$ cat src/rtl/intr_ctl_pkg.sv
package intr_ctl_pkg;
  localparam int REG_W   = 8;
  localparam int EN_BIT  = 0;
  localparam int TRG_BIT = 1;

  // Control-register image: upper bits fixed high, trigger reads low.
  function automatic logic [REG_W-1:0] ctrl_image(input logic en);
    logic [REG_W-1:0] v;
    v          = '1;
    v[TRG_BIT] = 1'b0;
    v[EN_BIT]  = en;
    return v;
  endfunction

  // Request condition for the interrupt line.
  function automatic logic irq_wanted(input logic en, input logic enh, input logic pend);
    return en & enh & pend;
  endfunction
endpackage

$ cat src/rtl/intr_ctl_enable_reg.sv
module intr_ctl_enable_reg (
  input  logic       clk,
  input  logic       sys_rst_n,
  input  logic       ctrl_wr,
  input  logic [1:0] ctrl_bits,
  output logic       en_q,
  output logic       soft_rst_pulse
);
  import intr_ctl_pkg::*;

  logic trig;
  assign trig = ctrl_wr & ctrl_bits[TRG_BIT];

  always_ff @(posedge clk or negedge sys_rst_n) begin
    if (!sys_rst_n) begin
      en_q           <= 1'b0;
      soft_rst_pulse <= 1'b0;
    end else begin
      if (ctrl_wr) en_q <= ctrl_bits[EN_BIT];
      soft_rst_pulse <= trig & ~soft_rst_pulse;
    end
  end
endmodule

$ cat src/rtl/intr_ctl_vector_reg.sv
module intr_ctl_vector_reg #(
  parameter int W = 8
) (
  input  logic         clk,
  input  logic         sys_rst_n,
  input  logic         vec_wr,
  input  logic [W-1:0] vec_in,
  output logic [W-1:0] vec_q
);
  always_ff @(posedge clk or negedge sys_rst_n) begin
    if (!sys_rst_n)  vec_q <= '0;
    else if (vec_wr) vec_q <= vec_in;
  end
endmodule

$ cat src/rtl/intr_ctl_irq_gen.sv
module intr_ctl_irq_gen #(
  parameter int W = 8
) (
  input  logic         clk,
  input  logic         sys_rst_n,
  input  logic         en_q,
  input  logic         enh_mode,
  input  logic         evt_pending,
  input  logic         iack_strobe,
  input  logic [W-1:0] vec_q,
  output logic         irq_n,
  output logic         ack_valid,
  output logic [W-1:0] ack_data
);
  import intr_ctl_pkg::*;

  always_ff @(posedge clk or negedge sys_rst_n) begin
    if (!sys_rst_n) irq_n <= 1'b1;
    else            irq_n <= ~irq_wanted(en_q, enh_mode, evt_pending);
  end

  always_comb begin
    ack_valid = iack_strobe & en_q & enh_mode;
    ack_data  = ack_valid ? vec_q : '0;
  end
endmodule

$ cat src/rtl/intr_ctl_top.sv
module intr_ctl_top (
  input  logic       clk,
  input  logic       sys_rst_n,
  input  logic       reg_sel,
  input  logic       wr_en,
  input  logic [7:0] wr_data,
  output logic [7:0] rd_data,
  input  logic       enh_mode,
  input  logic       evt_pending,
  input  logic       iack_strobe,
  output logic       irq_n,
  output logic       ack_valid,
  output logic [7:0] ack_data,
  output logic       soft_rst_pulse
);
  import intr_ctl_pkg::*;

  logic             ctrl_wr;
  logic             vec_wr;
  logic             en_q;
  logic [REG_W-1:0] vec_q;

  assign ctrl_wr = wr_en & ~reg_sel;
  assign vec_wr  = wr_en &  reg_sel;

  intr_ctl_enable_reg u_en (
    .clk(clk), .sys_rst_n(sys_rst_n), .ctrl_wr(ctrl_wr),
    .ctrl_bits(wr_data[1:0]), .en_q(en_q), .soft_rst_pulse(soft_rst_pulse)
  );

  intr_ctl_vector_reg #(.W(REG_W)) u_vec (
    .clk(clk), .sys_rst_n(sys_rst_n), .vec_wr(vec_wr),
    .vec_in(wr_data), .vec_q(vec_q)
  );

  intr_ctl_irq_gen #(.W(REG_W)) u_irq (
    .clk(clk), .sys_rst_n(sys_rst_n), .en_q(en_q), .enh_mode(enh_mode),
    .evt_pending(evt_pending), .iack_strobe(iack_strobe), .vec_q(vec_q),
    .irq_n(irq_n), .ack_valid(ack_valid), .ack_data(ack_data)
  );

  assign rd_data = reg_sel ? vec_q : ctrl_image(en_q);
endmodule

$ cat config.mk
export PLATFORM = sky130hd
export DESIGN_NAME = intr_ctl_top
export DESIGN_NICKNAME = d
export VERILOG_FILES = /design/src/rtl/intr_ctl_pkg.sv /design/src/rtl/intr_ctl_enable_reg.sv /design/src/rtl/intr_ctl_vector_reg.sv /design/src/rtl/intr_ctl_irq_gen.sv /design/src/rtl/intr_ctl_top.sv
export SDC_FILE = /design/constraint.sdc
export NUM_CORES = 1
export LEC_CHECK = 0
export BUFFER_PORTS_ARGS = -buffer_cell sky130_fd_sc_hd__buf_2
export CORE_MARGIN = 2
export CORE_UTILIZATION = 37
export DETAILED_ROUTE_END_ITERATION = 8
export GPL_ROUTABILITY_DRIVEN = 1
export HOLD_SLACK_MARGIN = 0.03
export PLACE_DENSITY = 0.83
export SLEW_MARGIN = 25
export SYNTH_ARGS = -nofsm -noshare
export SYNTH_HDL_FRONTEND = slang
export SYNTH_SLANG_ARGS = --single-unit
$ cat constraint.sdc
create_clock -name clk -period 0.9 [get_ports clk]
set_input_delay 0.135 -clock clk [delete_from_list [all_inputs] [get_ports clk]]
set_output_delay 0.135 -clock clk [all_outputs]
set_load 0.05 [all_outputs]
==> results of run 1 <==
## final cells by class
type	count	area (um^2)	area share, %
timing repair buffer	45	424	38.8
multi-input combinational	30	344	31.5
sequential	11	278	25.4
clock buffer	3	22.5	2.06
tap	16	20.0	1.83
clock inverter	1	5.00	0.458
## power by group through the flow
stage	Combinational, mW	Sequential (mW)	Clock (mW)
finish	0.760	0.614	0.333
global route	0.795	0.621	0.382
CTS	0.759	0.609	0.351
detailed placement	0.594	0.616	0
global placement	0.586	0.610	0
floorplan	0.412	0.621	0
## flip-flops by register name, indices dropped and copies added (netlist names)
register	flops
u_en.en_q	1
u_vec.vec_q	8
u_en.soft_rst_pulse	1
u_irq.irq_n	1
## placed cells by master (no fill, tap or decap), types with 3 or more instances in the layout
cell type	netlist	layout
clkbuf_4	0	3
buf_4	0	3
buf_2	1	14
buf_6	1	21
mux2_4	8	8
dlygate4sd3_1	0	3
dfrtp_1	10	9
nand2b_4	0	3
and2_4	0	9
or2b_1	3	3
buf_8	0	3
## worst register-to-register path: cells and delay by family (launching register included)
kind	cells	cell delay [ps]
buffers and inverters	1	140
flip-flops	1	380
multiplexers	1	270
## Yosys cell counts, types with 3 or more instances
master     n
nand2b_1   3
or2b_1     3
and2_1     9
mux2_4     8
dfrtp_1   10
## path summary, 6_finish.rpt
path	from	endpoint	slack [ps]	depth (start not counted)
worst min-delay path	wr_data[4]	u_vec.vec_q[4]$_DFFE_PN0P_	90	2
worst min register to register	u_en.en_q$_DFFE_PN0P_	u_irq.irq_n$_DFF_PN1_	520	2
min in group asynchronous	sys_rst_n	u_vec.vec_q[2]$_DFFE_PN0P_	260	2
worst max register to register	u_en.en_q$_DFFE_PN0P_	u_en.en_q$_DFFE_PN0P_	0	2
max in group asynchronous	sys_rst_n	u_irq.irq_n$_DFF_PN1_	370	2
worst max-delay path	u_en.en_q$_DFFE_PN0P_	rd_data[0]	-440	3
## kinds of logic (layout without fill, tap and decap cells)
kind of cell | Yosys count | count (layout) | share of synthesized area, %
muxes | 10 | 10 | 24.3
buffers and inverters | 2 | 49 | 2.77
and+or+nand+nor | 20 | 20 | 25.8
DFF | 11 | 11 | 47.1
## timing repair
item                       4_1_cts  5_1_grt
hold buffers                     3        0
setup endpoints to repair       19       24
pin swaps                        0        0
setup buffers                    2        3
gates cloned                     0        0
resized for setup               47        6
hold endpoints to repair        12        0
## per-layer routing
layer | track usage, % | vias to the layer above
li1 | - | 239
met1 | 18.8 | 240
met3 | 4.17 | 0
met4 | 5.45 | 0
met2 | 28.2 | 23
met5 | 0 | -
==> metrics.md, run 1 <==
| Metric | Value |
|---|---|
| Antenna violations before repair | `0` |
| Worst setup margin | `-438 ps` |
| Final WL | `1380 um` |
| Synth top area share | `42.6%` |
| Failing checks | `negative setup slack` |
| Mapped Nets | `58` |
| Post-synth EDFFs | `0` |
| Synth cell types | `15` |
| Status | `finished with violations` |
| Crit path arrival time | `1200 ps` |
| Total power | `1.71 mW` |
| Final Slew Violations | `0` |
| CTS Buf Count | `3` |
| Initial core utilization | `39.4%` |
| Number of global-route vias before repair | `534` |
| RSZ-0062 raised after global routing | `yes` |
| Slowest cell delay on critical path | `380 ps` |
| Required @ worst endpoint | `760 ps` |
| Non-filler cells, final | `106` |
| Post-Syn Instances | `43` |
| IO buf count | `33` |
| Final worst path period need | `1340 ps` |
| Die area | `1920 um^2` |
| Via-to-Cell Ratio | `4.74` |
| Sw frac | `34.9%` |
| Met3 wire len | `90 um` |
| Nets | `106` |
| Worst path top cell family by delay | `flip-flops` |
| Max Freq | `748 MHz` |
| Kind of critical path | `reg -> out` |
| Psw | `0.595 mW` |
| CP startpoint kind | `register` |
| Gate power share | `44.5%` |
| Layout cells sized above 1 | `80.0%` |
| HP Class | `in -> reg` |
| Grt ovf | `0` |
| CP max FO | `3` |
| Dpl cells | `98` |
| Sequential area share after synthesis | `47.1%` |
| Critical-path top delay cell | `dfrtp_1` |
| Place WS | `-234 ps` |
| Top post-synthesis cells by area | `dfrtp_1, mux2_4, and2_1` |
| Asr flop ratio synth | `100%` |
| Post-synthesis register bit count | `11` |
| Peak supply drop | `0.864 mV` |
| Pleak | `0.564 nW` |
| Synthesized cell area | `587 um^2` |
| Die W | `43.8 um` |
| Residual DRC | `0` |
| Met2 WL | `747 um` |
| Synth Area per Inst | `13.6 um^2` |
| Tot GR Track Use | `16.1%` |
| Root Buffer | `clkbuf_4` |
| Maximum number of pins on one net before global-route repair | `12` |
| Filler cell count | `102` |
| Cell area after layout | `1090 um^2` |
| Worst Path Buf+Inv | `2` |
| Met1 Wirelength | `545 um` |
| Detail Placement HPWL | `991 um` |
| Chip height | `43.8 um` |
| Clock sinks | `11` |
| Pint | `1.11 mW` |
| Starting DRT DRC Count | `2` |
| DR top layer | `met3` |
| Max-slew headroom | `82.4%` |
| Fin Setup TNS | `-6090 ps` |
| CP Cell Sequence | `buf_4, mux2_2, buf_6` |
| Worst slew pin tran | `265 ps` |
| CORE AREA | `1490 um^2` |
| TritonCTS clock tree | `yes` |
| Yosys Warn Count | `0` |
| Hold WS | `93.1 ps` |
| Power density over cell area | `1560 nW/um^2` |
| CTS max path bufs | `2` |
| Vias post-DR | `502` |
| Wirelength per Cell | `13.0 um` |
| P&R area growth vs syn | `86.4%` |
| FP Rows | `14` |
| Setup violators final | `20` |
| Clock Power Share | `19.5%` |
| Total iterations of the first detailed-routing run | `4` |
| Clock transition at path regs | `80 ps` |
| Hold Vio Cnt, Final | `0` |
| Crit share post-route | `149%` |
| Antenna Violating Nets Remaining | `0` |
| Area after DPL | `850 um^2` |
| Antenna cells | `0` |
| H-tree lvl count | `1` |
| Global-route wire length before repair | `2260 um` |
| Worst skew pair latency | `260 ps` |
| GPL Wtd Cong | `0.652` |
| Max-cap violations | `0` |
| Post-layout util | `73.4%` |
| I/O pin count | `34` |
| Post-synth top flop | `dfrtp_1` |
| Skew final | `0.123 ps` |
| Cell taking the most area after synthesis | `dfrtp_1` |
| Sequential share of power | `36.0%` |
| CP Capture Type | `primary output` |
(Power assumes the default switching activity.)
==> run 2: changes to the inputs <==
--- a/config.mk
+++ b/config.mk
@@ -7,11 +7,12 @@
 export LEC_CHECK = 0
 export BUFFER_PORTS_ARGS = -buffer_cell sky130_fd_sc_hd__buf_2
 export CORE_MARGIN = 2
-export CORE_UTILIZATION = 37
+export CORE_UTILIZATION = 39
+export CTS_BUF_LIST = sky130_fd_sc_hd__clkbuf_8
 export DETAILED_ROUTE_END_ITERATION = 8
 export GPL_ROUTABILITY_DRIVEN = 1
 export HOLD_SLACK_MARGIN = 0.03
-export PLACE_DENSITY = 0.83
+export PLACE_DENSITY = 0.86
 export SLEW_MARGIN = 25
 export SYNTH_ARGS = -nofsm -noshare
 export SYNTH_HDL_FRONTEND = slang
==> metrics.md, run 2 (synthesis results as in run 1) <==
| Metric | Value |
|---|---|
| CP Capture Type | `primary output` |
| Max-cap violations | `0 (unchanged)` |
| HP Class | `in -> reg` |
| Failing checks | `negative setup slack` |
| Grt ovf | `0 (unchanged)` |
| Clock sinks | `11 (unchanged)` |
| Post-layout util | `86.7% (+13 points)` |
| Maximum number of pins on one net before global-route repair | `12 (unchanged)` |
| Skew final | `0.0963 ps (-0.0267 ps)` |
| Worst Path Buf+Inv | `2 (unchanged)` |
| Hold Vio Cnt, Final | `0 (unchanged)` |
| Status | `finished with violations` |
| Max Freq | `763 MHz (+2.1%)` |
| Residual DRC | `0 (unchanged)` |
| Non-filler cells, final | `108 (+1.9%)` |
| Total iterations of the first detailed-routing run | `4 (unchanged)` |
| Vias post-DR | `529 (+5.4%)` |
| Tot GR Track Use | `24.3% (+8.2 points)` |
| Cell area after layout | `1170 um^2 (+7.0%)` |
| Kind of critical path | `reg -> out` |
| P&R area growth vs syn | `99.4%` |
| Die W | `42.8 um (-2.4%)` |
| GPL Wtd Cong | `0.749 (+15%)` |
| FP Rows | `13 (-1)` |
| Power density over cell area | `1700 nW/um^2 (+8.6%)` |
| Crit path arrival time | `1180 ps (-20 ps)` |
| Root Buffer | `clkbuf_8` |
| Via-to-Cell Ratio | `4.90 (+3.4%)` |
| RSZ-0062 raised after global routing | `yes` |
| Peak supply drop | `1.27 mV (+48%)` |
| CP Cell Sequence | `buf_6, mux2_4, buf_8` |
| Worst path top cell family by delay | `flip-flops` |
| Worst skew pair latency | `240 ps (-20 ps)` |
| Total power | `1.98 mW (+16%)` |
| Chip height | `42.8 um (-2.4%)` |
| CP max FO | `2 (-1)` |
| Fin Setup TNS | `-6120 ps (-35.2 ps)` |
| Final Slew Violations | `0 (unchanged)` |
| Critical-path top delay cell | `dfrtp_1` |
| Wirelength per Cell | `18.6 um (+42%)` |
| I/O pin count | `34 (unchanged)` |
| Worst slew pin tran | `238 ps (-26.3 ps)` |
| Final WL | `2010 um (+45%)` |
| Max-slew headroom | `84.1% (+1.8 points)` |
| H-tree lvl count | `1 (unchanged)` |
| Die area | `1830 um^2 (-4.7%)` |
| Final worst path period need | `1310 ps (-27.6 ps)` |
| Global-route wire length before repair | `2990 um (+32%)` |
| Antenna Violating Nets Remaining | `0 (unchanged)` |
| CTS Buf Count | `3 (unchanged)` |
| Layout cells sized above 1 | `83.9% (+3.9 points)` |
| Initial core utilization | `43.5% (+4.1 points)` |
| TritonCTS clock tree | `yes` |
| Slowest cell delay on critical path | `390 ps (about the same)` |
| Crit share post-route | `146% (-3.1 points)` |
| Number of global-route vias before repair | `549 (+2.8%)` |
| Top reg by flops | `u_vec.vec_q` |
| Filler cell count | `62 (-39%)` |
| Starting DRT DRC Count | `6 (+4)` |
| CTS max path bufs | `2 (unchanged)` |
| Antenna cells | `0 (unchanged)` |
| IO buf count | `33 (unchanged)` |
| Hold WS | `61.6 ps (-31.5 ps)` |
| Most frequent cells in the layout | `buf_2, buf_8, buf_6, mux2_4` |
| Required @ worst endpoint | `760 ps (about the same)` |
| Worst setup margin | `-410 ps (+27.6 ps)` |
| Clock transition at path regs | `50 ps (-30 ps)` |
| Most common cell after layout, fill and taps aside | `buf_2` |
| CP startpoint kind | `register` |
| Detail Placement HPWL | `1020 um (+2.9%)` |
| CORE AREA | `1350 um^2 (-9.3%)` |
| Area after DPL | `818 um^2 (-3.7%)` |
| Nets | `109 (+2.8%)` |
| Setup violators final | `25 (+25%)` |
| Dpl cells | `93 (-5.1%)` |
| Place WS | `-343 ps (-109 ps)` |
| Antenna violations before repair | `0 (unchanged)` |
| Max reg flops | `8 (unchanged)` |
| Pleak | `0.607 nW (+7.6%)` |
==> run 2: layout make-up <==
class | instances | area [um^2] | share of cell area (%)
clock inverter | 1 | 3.75 | 0.321
multi-input combinational | 30 | 357 | 30.5
clock buffer | 3 | 41.3 | 3.53
sequential | 11 | 278 | 23.7
tap | 15 | 18.8 | 1.60
timing repair buffer | 48 | 472 | 40.3
==> run 2: worst paths after layout <==
path | startpoint | to | slack, ps | cells past startpoint
worst max-delay path | u_en.en_q$_DFFE_PN0P_ | rd_data[0] | -410 | 3
worst min-delay path | evt_pending | u_irq.irq_n$_DFF_PN1_ | 60 | 2
worst max register to register | u_en.en_q$_DFFE_PN0P_ | u_en.en_q$_DFFE_PN0P_ | -220 | 4
worst min register to register | u_vec.vec_q[3]$_DFFE_PN0P_ | u_vec.vec_q[3]$_DFFE_PN0P_ | 550 | 1
max in group asynchronous | sys_rst_n | u_irq.irq_n$_DFF_PN1_ | 320 | 2
min in group asynchronous | sys_rst_n | u_vec.vec_q[5]$_DFFE_PN0P_ | 320 | 2
==> run 2: timing repair <==
item	CTS	global route
setup endpoints to repair	20	22
gates resized for setup	57	6
buffers inserted	3	7
pin swaps	1	1
hold buffers	1	0
hold endpoints to repair	11	0
==> run 2: power by group <==
part | total (mW) | switching (mW) | internal [mW]
Sequential | 0.630 | 0.0667 | 0.563
Combinational | 0.866 | 0.413 | 0.454
Clock | 0.488 | 0.188 | 0.300
Total | 1.98 | 0.667 | 1.32
==> run 2: metal layers <==
layer / GRT usage [%] / vias to the layer above / part of all wire, %
met4: 16.9 / 0 / 1.7
li1: - / 243 / -
met3: 5.53 / 2 / 5.0
met5: 0 / - / 0
met1: 28.2 / 260 / 44
met2: 39.1 / 24 / 50
==> run 3: changes to the inputs <==
--- a/config.mk
+++ b/config.mk
@@ -12,6 +12,7 @@
 export DETAILED_ROUTE_END_ITERATION = 8
 export GPL_ROUTABILITY_DRIVEN = 1
 export HOLD_SLACK_MARGIN = 0.03
+export MAX_ROUTING_LAYER = met4
 export PLACE_DENSITY = 0.86
 export SLEW_MARGIN = 25
 export SYNTH_ARGS = -nofsm -noshare
==> metrics.md, run 3 (synthesis results as in run 1) <==
| Metric | Value |
|---|---|
| Most common cell after layout, fill and taps aside | `buf_2` |
| CP startpoint kind | `register` |
| Pleak | `0.607 nW (unchanged)` |
| Crit path arrival time | `1170 ps (about the same)` |
| Setup violators final | `25 (unchanged)` |
| Global-route wire length before repair | `2990 um (-0.23%)` |
| Tot GR Track Use | `24.8% (+0.48 points)` |
| Top reg by flops | `u_vec.vec_q` |
| Grt ovf | `0 (unchanged)` |
| Antenna cells | `0 (unchanged)` |
| CP Cell Sequence | `buf_6, mux2_4, buf_8` |
| Power density over cell area | `1690 nW/um^2 (-0.21%)` |
| Vias post-DR | `532 (+0.57%)` |
| Maximum number of pins on one net before global-route repair | `12 (unchanged)` |
| CTS max path bufs | `2 (unchanged)` |
| Antenna violations before repair | `0 (unchanged)` |
| Kind of critical path | `reg -> out` |
| Via-to-Cell Ratio | `4.93 (+0.57%)` |
| Die W | `42.8 um (unchanged)` |
| Required @ worst endpoint | `760 ps (about the same)` |
| CTS Buf Count | `3 (unchanged)` |
| Number of global-route vias before repair | `553 (+0.73%)` |
| Gate power share | `43.7% (about the same)` |
| Total iterations of the first detailed-routing run | `4 (unchanged)` |
| Wirelength per Cell | `18.6 um (unchanged)` |
| Detail Placement HPWL | `1020 um (unchanged)` |
| Most frequent cells in the layout | `buf_2, buf_8, buf_6, mux2_4` |
| RSZ-0062 raised after global routing | `yes` |
| Chip height | `42.8 um (unchanged)` |
| Sw frac | `33.5% (-0.13 points)` |
| HP Class | `in -> reg` |
| GR Layer Usage met3 | `5.11% (-0.43 points)` |
| Crit share post-route | `145% (-0.24 points)` |
| I/O pin count | `34 (unchanged)` |
| Dpl cells | `93 (unchanged)` |
| CP max FO | `2 (unchanged)` |
| Max Freq | `765 MHz (+0.17%)` |
| Initial core utilization | `43.5% (unchanged)` |
| Failing checks | `negative setup slack` |
| Peak supply drop | `1.25 mV (-2.3%)` |
| Status | `finished with violations` |
| Non-filler cells, final | `108 (unchanged)` |
| Skew final | `0.0573 ps (-0.0390 ps)` |
| Layout cells sized above 1 | `83.9% (unchanged)` |
| CORE AREA | `1350 um^2 (unchanged)` |
| Final Slew Violations | `0 (unchanged)` |
| Clock sinks | `11 (unchanged)` |
| Worst path top cell family by delay | `flip-flops` |
| Root Buffer | `clkbuf_8` |
| GPL Wtd Cong | `0.758 (+1.3%)` |
| Area after DPL | `818 um^2 (unchanged)` |
| TritonCTS clock tree | `yes` |
| Slowest cell delay on critical path | `390 ps (about the same)` |
| Nets | `109 (unchanged)` |
| Starting DRT DRC Count | `2 (-4)` |
| P&R area growth vs syn | `99.4% (unchanged)` |
| Critical-path top delay cell | `dfrtp_1` |
| Hold WS | `61.5 ps (-0.0477 ps)` |
| Met2 global-route usage | `39.1% (unchanged)` |
| Clock transition at path regs | `50 ps (about the same)` |
| Antenna Violating Nets Remaining | `0 (unchanged)` |
| Max-cap violations | `0 (unchanged)` |
| Hold Vio Cnt, Final | `0 (unchanged)` |
| Clock Power Share | `24.5% (about the same)` |
| H-tree lvl count | `1 (unchanged)` |
| Worst Path Buf+Inv | `2 (unchanged)` |
| Worst setup margin | `-408 ps (+2.20 ps)` |
| Die area | `1830 um^2 (unchanged)` |
| IO buf count | `33 (unchanged)` |
| Sequential share of power | `31.8% (about the same)` |
| FP Rows | `13 (unchanged)` |
| Residual DRC | `0 (unchanged)` |
| Max-slew headroom | `83.9% (-0.18 points)` |
| Final worst path period need | `1310 ps (-2.20 ps)` |
| Met1 Use GR | `27.9% (-0.27 points)` |
| Pint | `1.32 mW (about the same)` |
| Psw | `0.664 mW (-0.58%)` |
| Final WL | `2010 um (unchanged)` |
| Worst slew pin tran | `241 ps (+2.70 ps)` |
| Post-layout util | `86.7% (unchanged)` |
| GRT busiest layer | `met2` |
| Max reg flops | `8 (unchanged)` |
| Worst skew pair latency | `240 ps (about the same)` |
| Cell area after layout | `1170 um^2 (unchanged)` |
| CP Capture Type | `primary output` |
run 3: cell counts in the layout (fill, tap and decap cells not counted):
No cell type changed its count.
run 3: repair_timing:
| item | 4_1_cts | 5_1_grt |
|---|---|---|
| endpoints found under the hold margin | 11 | 0 |
| buffers inserted | 3 | 7 |
| hold buffers | 1 | 0 |
| pin swaps | 1 | 1 |
| setup endpoints to repair | 20 | 22 |
| gates resized for setup | 57 | 6 |
| gates cloned | 0 | 0 |
run 3: layout make-up:
class	count	area (um^2)
timing repair buffer	48	472
multi-input combinational	30	357
sequential	11	278
fill	62	180
clock buffer	3	41.3
tap	15	18.8
clock inverter	1	3.75
run 3: per-layer routing:
metal	vias up	share of wire, %
met5	-	0
met4	0	1.7
met3	2	5.4
met2	26	51
met1	261	42
li1	243	-
run 3: path summary, 6_finish.rpt:
kind | startpoint | to | slack, ps | cells after the start
setup / recovery | u_en.en_q$_DFFE_PN0P_ | rd_data[0] | -410 | 3
hold / removal | evt_pending | u_irq.irq_n$_DFF_PN1_ | 60 | 2
setup reg to reg | u_en.en_q$_DFFE_PN0P_ | u_en.en_q$_DFFE_PN0P_ | -220 | 4
hold reg to reg | u_vec.vec_q[3]$_DFFE_PN0P_ | u_vec.vec_q[3]$_DFFE_PN0P_ | 550 | 1
max in group asynchronous | sys_rst_n | u_irq.irq_n$_DFF_PN1_ | 320 | 2
min in group asynchronous | sys_rst_n | u_vec.vec_q[4]$_DFFE_PN0P_ | 320 | 2
run 3: power by group through the flow:
stage          Clock, mW  Combinational [mW]  Sequential (mW)
2_1_floorplan          0               0.412            0.621
3_3_place_gp           0               0.555            0.609
3_5_place_dp           0               0.565            0.617
4_1_cts            0.484               0.767            0.613
5_1_grt            0.531               0.904            0.639
6_report           0.484               0.865            0.630
run 3: per-stage QoR:
step	setup WS [ps]	TNS (ps)	power, mW
floorplan	-167	-1330	1.03
global placement	-313	-3500	1.16
detailed placement	-343	-3940	1.18
CTS	-399	-5390	1.86
global route	-461	-7150	2.07
finish	-408	-6120	1.98
